===== config.mk =====
export PLATFORM = sky130hd
export DESIGN_NAME = spi3w_cmd_shifter
export DESIGN_NICKNAME = d
export VERILOG_FILES = /design/src/rtl/spi3w_pkg.sv /design/src/rtl/spi3w_phase_timer.sv /design/src/rtl/spi3w_tx_shifter.sv /design/src/rtl/spi3w_rx_shifter.sv /design/src/rtl/spi3w_cmd_shifter.sv
export SDC_FILE = /design/constraint.sdc
export NUM_CORES = 1
export LEC_CHECK = 0
export BUFFER_PORTS_ARGS = -buffer_cell sky130_fd_sc_hd__buf_2
export CELL_PAD_IN_SITES_DETAIL_PLACEMENT = 0
export CELL_PAD_IN_SITES_GLOBAL_PLACEMENT = 1
export CORE_MARGIN = 5
export CORE_UTILIZATION = 30
export CTS_CLUSTER_DIAMETER = 150
export CTS_CLUSTER_SIZE = 28
export DETAILED_ROUTE_END_ITERATION = 7
export PLACE_DENSITY = 0.63
export SLEW_MARGIN = 30
export SYNTH_ARGS = -nofsm -noshare
export SYNTH_HDL_FRONTEND = slang
export SYNTH_SLANG_ARGS = --single-unit

===== constraint.sdc =====
create_clock -name clk_i -period 2.3 [get_ports clk_i]
set_input_delay 0.46 -clock clk_i [delete_from_list [all_inputs] [get_ports clk_i]]
set_output_delay 0.46 -clock clk_i [all_outputs]
set_load 0.02 [all_outputs]

===== src/rtl/spi3w_pkg.sv =====
package spi3w_pkg;
  localparam int CMD_W = 32;
  localparam int BW    = $clog2(CMD_W + 1);

  typedef enum logic [2:0] {
    ST_IDLE,
    ST_CSH,
    ST_TXL,
    ST_TXH,
    ST_RXL,
    ST_RXH
  } st_e;

  function automatic logic [BW-1:0] len_decode(input logic [1:0] code);
    case (code)
      2'b00:   return BW'(2);
      2'b01:   return BW'(8);
      2'b10:   return BW'(16);
      default: return BW'(CMD_W);
    endcase
  endfunction
endpackage


===== src/rtl/spi3w_phase_timer.sv =====
module spi3w_phase_timer #(
  parameter int W = 2
) (
  input  logic         clk_i,
  input  logic         rst_ni,
  input  logic         clr_i,
  input  logic [W-1:0] len_i,
  output logic         last_o
);
  logic [W-1:0] cnt_q;

  always_ff @(posedge clk_i or negedge rst_ni) begin
    if (!rst_ni)    cnt_q <= '0;
    else if (clr_i) cnt_q <= '0;
    else            cnt_q <= cnt_q + W'(1);
  end

  assign last_o = (cnt_q == len_i - W'(1));

  p_cnt_range_r5: assert property (@(posedge clk_i) disable iff (!rst_ni)
    cnt_q < len_i);
endmodule


===== src/rtl/spi3w_tx_shifter.sv =====
module spi3w_tx_shifter #(
  parameter int W = 32
) (
  input  logic         clk_i,
  input  logic         rst_ni,
  input  logic         load_i,
  input  logic [W-1:0] data_i,
  input  logic         shift_i,
  output logic         msb_o
);
  logic [W-1:0] sr_q;

  always_ff @(posedge clk_i or negedge rst_ni) begin
    if (!rst_ni)      sr_q <= '0;
    else if (load_i)  sr_q <= data_i;
    else if (shift_i) sr_q <= {sr_q[W-2:0], 1'b0};
  end

  assign msb_o = sr_q[W-1];

  p_next_bit_r3: assert property (@(posedge clk_i) disable iff (!rst_ni)
    (shift_i && !load_i) |=> (msb_o == $past(sr_q[W-2])));
endmodule


===== src/rtl/spi3w_rx_shifter.sv =====
module spi3w_rx_shifter #(
  parameter int W = 8
) (
  input  logic         clk_i,
  input  logic         rst_ni,
  input  logic         clr_i,
  input  logic         sample_i,
  input  logic         bit_i,
  output logic [W-1:0] byte_o
);
  logic [W-1:0] sr_q;

  always_ff @(posedge clk_i or negedge rst_ni) begin
    if (!rst_ni)       sr_q <= '0;
    else if (clr_i)    sr_q <= '0;
    else if (sample_i) sr_q <= {sr_q[W-2:0], bit_i};
  end

  assign byte_o = sr_q;

  p_shift_in_r8: assert property (@(posedge clk_i) disable iff (!rst_ni)
    (sample_i && !clr_i) |=> (byte_o[0] == $past(bit_i)));
endmodule


===== src/rtl/spi3w_cmd_shifter.sv =====
module spi3w_cmd_shifter
  import spi3w_pkg::*;
#(
  parameter int HALF_CYC = 2,
  parameter int CSH_CYC  = 2,
  parameter int RX_BITS  = 8
) (
  input  logic               clk_i,
  input  logic               rst_ni,
  input  logic [CMD_W-1:0]   cmd_word_i,
  input  logic [1:0]         cmd_len_i,
  input  logic               cmd_start_i,
  input  logic               rx_req_i,
  input  logic               release_i,
  input  logic               dq_i,
  output logic               busy_o,
  output logic [RX_BITS-1:0] rx_byte_o,
  output logic               rx_valid_o,
  output logic               cs_o,
  output logic               cs_oe_o,
  output logic               sck_o,
  output logic               sck_oe_o,
  output logic               dq_o,
  output logic               dq_oe_o
);
  localparam int PH_MAX = (CSH_CYC > HALF_CYC) ? CSH_CYC : HALF_CYC;
  localparam int CW     = $clog2(PH_MAX + 1);

  st_e           st_q;
  logic          rel_q;
  logic [BW-1:0] bits_left_q;
  logic          rx_valid_q;
  logic          ph_last;
  logic [CW-1:0] ph_len;
  logic          last_bit;
  logic          tx_load, tx_shift, rx_clr, rx_sample, tx_msb;
  logic          go_tx, go_rx;

  assign last_bit = (bits_left_q == BW'(1));
  assign go_tx    = (st_q == ST_IDLE) && cmd_start_i && !release_i;
  assign go_rx    = (st_q == ST_IDLE) && rx_req_i && !cmd_start_i && !rel_q && !release_i;

  always_ff @(posedge clk_i or negedge rst_ni) begin
    if (!rst_ni) begin
      st_q        <= ST_IDLE;
      rel_q       <= 1'b1;
      bits_left_q <= '0;
      rx_valid_q  <= 1'b0;
    end else begin
      rx_valid_q <= 1'b0;
      if (release_i) begin
        st_q        <= ST_IDLE;
        rel_q       <= 1'b1;
        bits_left_q <= '0;
      end else begin
        case (st_q)
          ST_IDLE: begin
            if (go_tx) begin
              st_q        <= ST_CSH;
              rel_q       <= 1'b0;
              bits_left_q <= len_decode(cmd_len_i);
            end else if (go_rx) begin
              st_q        <= ST_RXL;
              bits_left_q <= BW'(RX_BITS);
            end
          end
          ST_CSH: if (ph_last) st_q <= ST_TXL;
          ST_TXL: if (ph_last) st_q <= ST_TXH;
          ST_TXH: if (ph_last) begin
            bits_left_q <= bits_left_q - BW'(1);
            st_q        <= last_bit ? ST_IDLE : ST_TXL;
          end
          ST_RXL: if (ph_last) st_q <= ST_RXH;
          ST_RXH: if (ph_last) begin
            bits_left_q <= bits_left_q - BW'(1);
            if (last_bit) begin
              st_q       <= ST_IDLE;
              rx_valid_q <= 1'b1;
            end else begin
              st_q <= ST_RXL;
            end
          end
          default: st_q <= ST_IDLE;
        endcase
      end
    end
  end

  assign ph_len = (st_q == ST_CSH) ? CW'(CSH_CYC) : CW'(HALF_CYC);

  spi3w_phase_timer #(.W(CW)) u_timer (
    .clk_i  (clk_i),
    .rst_ni (rst_ni),
    .clr_i  ((st_q == ST_IDLE) || ph_last || release_i),
    .len_i  (ph_len),
    .last_o (ph_last)
  );

  assign tx_load  = go_tx;
  assign tx_shift = (st_q == ST_TXH) && ph_last;

  spi3w_tx_shifter #(.W(CMD_W)) u_tx (
    .clk_i   (clk_i),
    .rst_ni  (rst_ni),
    .load_i  (tx_load),
    .data_i  (cmd_word_i),
    .shift_i (tx_shift),
    .msb_o   (tx_msb)
  );

  assign rx_clr    = go_rx;
  assign rx_sample = (st_q == ST_RXH) && ph_last;

  spi3w_rx_shifter #(.W(RX_BITS)) u_rx (
    .clk_i    (clk_i),
    .rst_ni   (rst_ni),
    .clr_i    (rx_clr),
    .sample_i (rx_sample),
    .bit_i    (dq_i),
    .byte_o   (rx_byte_o)
  );

  // CS high only in the framing pulse and while released
  assign cs_o       = (st_q == ST_CSH) || ((st_q == ST_IDLE) && rel_q);
  assign cs_oe_o    = !rel_q;
  assign sck_oe_o   = !rel_q;
  assign sck_o      = (st_q == ST_TXH) || (st_q == ST_RXH);
  assign dq_o       = tx_msb;
  // turnaround: release the line in the high phase of the final bit
  assign dq_oe_o    = (st_q == ST_TXL) || ((st_q == ST_TXH) && !last_bit);
  assign busy_o     = (st_q != ST_IDLE);
  assign rx_valid_o = rx_valid_q;

  p_release_float_r10: assert property (@(posedge clk_i) disable iff (!rst_ni)
    release_i |=> (cs_o && !cs_oe_o && !sck_oe_o && !dq_oe_o && !busy_o));

  p_rx_no_drive_r11: assert property (@(posedge clk_i) disable iff (!rst_ni)
    ((st_q == ST_RXL) || (st_q == ST_RXH)) |-> !dq_oe_o);

  p_cs_held_r7: assert property (@(posedge clk_i) disable iff (!rst_ni)
    ((st_q == ST_TXH) && ph_last && last_bit && !release_i)
      |=> (!cs_o && cs_oe_o && !busy_o));

  p_turnaround_r6: assert property (@(posedge clk_i) disable iff (!rst_ni)
    ((st_q == ST_TXH) && ph_last && last_bit) |-> !dq_oe_o);

  p_valid_pulse_r8: assert property (@(posedge clk_i) disable iff (!rst_ni)
    rx_valid_o |=> !rx_valid_o);

  p_start_ignored_r9: assert property (@(posedge clk_i) disable iff (!rst_ni)
    ((st_q == ST_CSH) && !release_i) |=> $stable(bits_left_q));
endmodule


==> qor.csv <==
stage;metric;value;unit
run_status;status;finished clean;
synth;Mapped Area;2567;um2
routing;DR vias/cell;4.905;
final_layout;diodes inserted;0;
synth;Mapped Nets;302;
final_layout;layout cell share with drive strength beyond 1;27.07;%
global_routing;initial antenna violation count;0;
hold_path;Worst Hold Class;in -> async;
synth;post-synthesis cell count;259;
global_routing;grt ovf;0;
sta;period utilization;91.11;%
power_and_ir_drop;VDD IR max;0.2726;mV
setup_path;Critical Path Sink Type;primary output;
cts;post-CTS sizing;0;
sta;Slew Limit Fails;0;
power_and_ir_drop;Pwr Density;772.5;nW/um2
sta;Worst-Margin Slew;0.5936;ns
final_layout;fillers;904;
cts;Clock Tree Buf Depth;2;
cts;Clock transition at path regs;0.10;ns
floorplanning;die width;102.5;um
cts;Clock Latency Late Sink;0.30;ns
floorplanning;die height;102.5;um
sta;crit path time final;2.096;ns
cts;Post CTS Setup Buffer Count;0;
final_layout;multi-input logic area;1094;um2
global_routing;GRT Util Overall;12.22;%
power_and_ir_drop;Sw Ratio;32.10;%
floorplanning;Initial Util;31.09;%
floorplanning;area of the core;8258;um2
synth;Synth area leaders;dfrtp_1, nand2_1, a22oi_1;
routing;Remaining DRCs;0;
sta;RSZ-0062 raised after global routing;no;
final_layout;synth-to-layout area growth;19.10;%
placement;GPL Wtd Cong;0.7798;
power_and_ir_drop;clock share of power;23.7;%
sta;Slew headroom;60.43;%
final_layout;Final #Nets;356;
final_layout;post-route cell area;3058;um2
synth;EDFF count, synth;0;
power_and_ir_drop;P_leak;1.509;nW
setup_path;CP Class;reg -> out;
placement;placed cell areas;2962;um2
routing;Initial DRT Pass Iterations;4;
setup_path;Reg2Reg Depth;5;
cts;clock sinks;53;
cts;root buf cell;clkbuf_8;
setup_path;Worst Path Required;1.84;ns
power_and_ir_drop;cell internal pwr;1.604;mW
routing;DR iter-0 viols;82;
power_and_ir_drop;Comb pwr share;22.6;%
power_and_ir_drop;switching pwr;0.7583;mW
global_routing;largest net degree at the start of global routing;33;
setup_path;Worst path slowest cell;dfrtp_1;
setup_path;worst r2r src;st_q[2]$_DFFE_PN0P_;
cts;CTS tree;done;
cts;total CTS buffers;5;
synth;Yosys top cell by area;dfrtp_1;
setup_path;Worst Setup SP;st_q[2]$_DFFE_PN0P_;
synth;post-synthesis sequential area ratio;51.71;%
synth;commonest cells in the netlist;nand2_1, dfrtp_1, a22oi_1;
synth;Seq cells post-synth;53;
floorplanning;I/O pins;56;
setup_path;startpoint types;flip-flop;
synth;most common cell in the synthesized netlist;nand2_1;
setup_path;CP cell instances;xor2_2 -> nand2_1 -> inv_2 -> buf_2;
floorplanning;Site Rows;33;
synth;share of the synthesized area in the top cell type;50.68;%
sta;setup tns final;0;ns
synth;Synth Flop Type;dfrtp_1;
setup_path;Crit path buffers/inverters;2;
routing;vias;2055;
floorplanning;die area;10510;um2
sta;Fmax achieved;0.4772;GHz
global_routing;first-pass GRT wire length;10260;um
synth;Async S/R FF share, synth;100.0;%
routing;drt total wl;6132;um
cts;Max H-tree Level;2;
cts;cts hold-fix bufs;0;
routing;routed len/inst;14.63;um
global_routing;number of global-route vias before repair;2079;
synth;Yosys Warn Count;0;
sta;Fin. Hold Viols;0;
setup_path;critical path arrival;1.64;ns
setup_path;Critical Path Fanout Max;13;
setup_path;worst r2r dst;u_tx.sr_q[6]$_DFFE_PN0P_;
setup_path;max incr delay on CP;0.65;ns
synth;Syn Area/Cell;9.913;um2
sta;Final setup viols;0;
setup_path;R2R setup slack;0.55;ns
run;Max-cap violations;0;
placement;PortBufs;55;
placement;Final HPWL DP;4169;um
power_and_ir_drop;Flop pwr share;53.7;%
setup_path;Top Family by Delay on Critical Path;flip-flops;
routing;Antenna Nets Post-Route;0;
final_layout;Reg area;1328;um2
synth;Distinct cells, synth;47;
sta;Setup Skew;0.003565;ns
## kinds of logic after synthesis
logic type | share of synthesized area [%]
adders and majority gates | 1.462
and+or+nand+nor | 18.71
muxes | 1.170
DFF | 51.71
xor gates and xnor gates | 0.6337
AOI/OAI and AO/OA | 20.61
buffers and inverters | 5.701
## per-stage QoR
step                      power, mW  cells  util [%]  worst slack [ns]  hold slack, ns
after detailed placement      1.826    411     35.86            0.5360          0.4438
after CTS                     2.399    419     37.03            0.1954          0.1688
after floorplan               1.640    259         -            0.4512          0.1644
final                         2.362    419     37.03            0.2045          0.1497
after global routing          2.536    419     37.03           0.08743          0.1819
after global placement        1.821    411     35.86            0.5506          0.4308
## power by group through the flow
stage,clock [mW],sequential [mW],combinational [mW]
final,0.561,1.27,0.533
after global placement,0,1.28,0.537
after global routing,0.622,1.30,0.613
after CTS,0.588,1.27,0.543
after floorplan,0,1.25,0.388
after detailed placement,0,1.28,0.542
## metal layers
layer	routed length, um	vias up	GRT usage [%]
li1	-	1025	-
met1	2844	982	16.76
met2	2849	43	19.02
met3	391	5	3.586
met4	46	0	3.027
met5	0	-	0
## sequential cells by signal (all words and copies together) (netlist names)
name	flops
bits_left_q	6
rel_q	1
rx_valid_o	1
st_q	3
u_rx.byte_o	8
u_timer.cnt_q	2
u_tx.sr_q	32
## cells in the final DEF, fill, tap and decap left out, types with 3 or more instances in the layout
| cell type | synthesis | final |
|---|---|---|
| buf_4 | 3 | 7 |
| a22oi_1 | 28 | 28 |
| o21ai_1 | 4 | 4 |
| nand3_1 | 4 | 4 |
| nand2b_1 | 5 | 5 |
| dfrtp_1 | 52 | 52 |
| nand2_1 | 65 | 65 |
| nor2b_1 | 3 | 3 |
| clkbuf_8 | 0 | 6 |
| o32ai_1 | 3 | 3 |
| a21oi_1 | 5 | 5 |
| buf_2 | 9 | 55 |
| a22oi_2 | 3 | 3 |
| a22o_1 | 9 | 9 |
| nor4_1 | 3 | 3 |
| a31oi_1 | 3 | 3 |
| mux2i_1 | 3 | 3 |
| nor3_1 | 4 | 4 |
| inv_1 | 10 | 10 |
| nor2_1 | 7 | 7 |
| ha_1 | 3 | 3 |
## layout make-up
type                    count  share of cell area [%]
multi-input cells         178                   35.76
clock buffers               6                   2.700
well taps                 105                   4.296
repair buffers             64                   12.03
clock inverters             2                  0.4501
flip-flops and latches     53                   43.41
inverters                  11                   1.350
## worst max-delay path by stage
stage | to | slack [ns] | cells after the start
6_report | sck_o | 0.20 | 4
4_1_cts | dq_oe_o | 0.20 | 4
5_1_grt | sck_o | 0.09 | 4
3_5_place_dp | sck_o | 0.54 | 4
2_1_floorplan | dq_oe_o | 0.45 | 3
3_3_place_gp | dq_oe_o | 0.55 | 4
No activity file was read; power rests on OpenSTA's default activity.
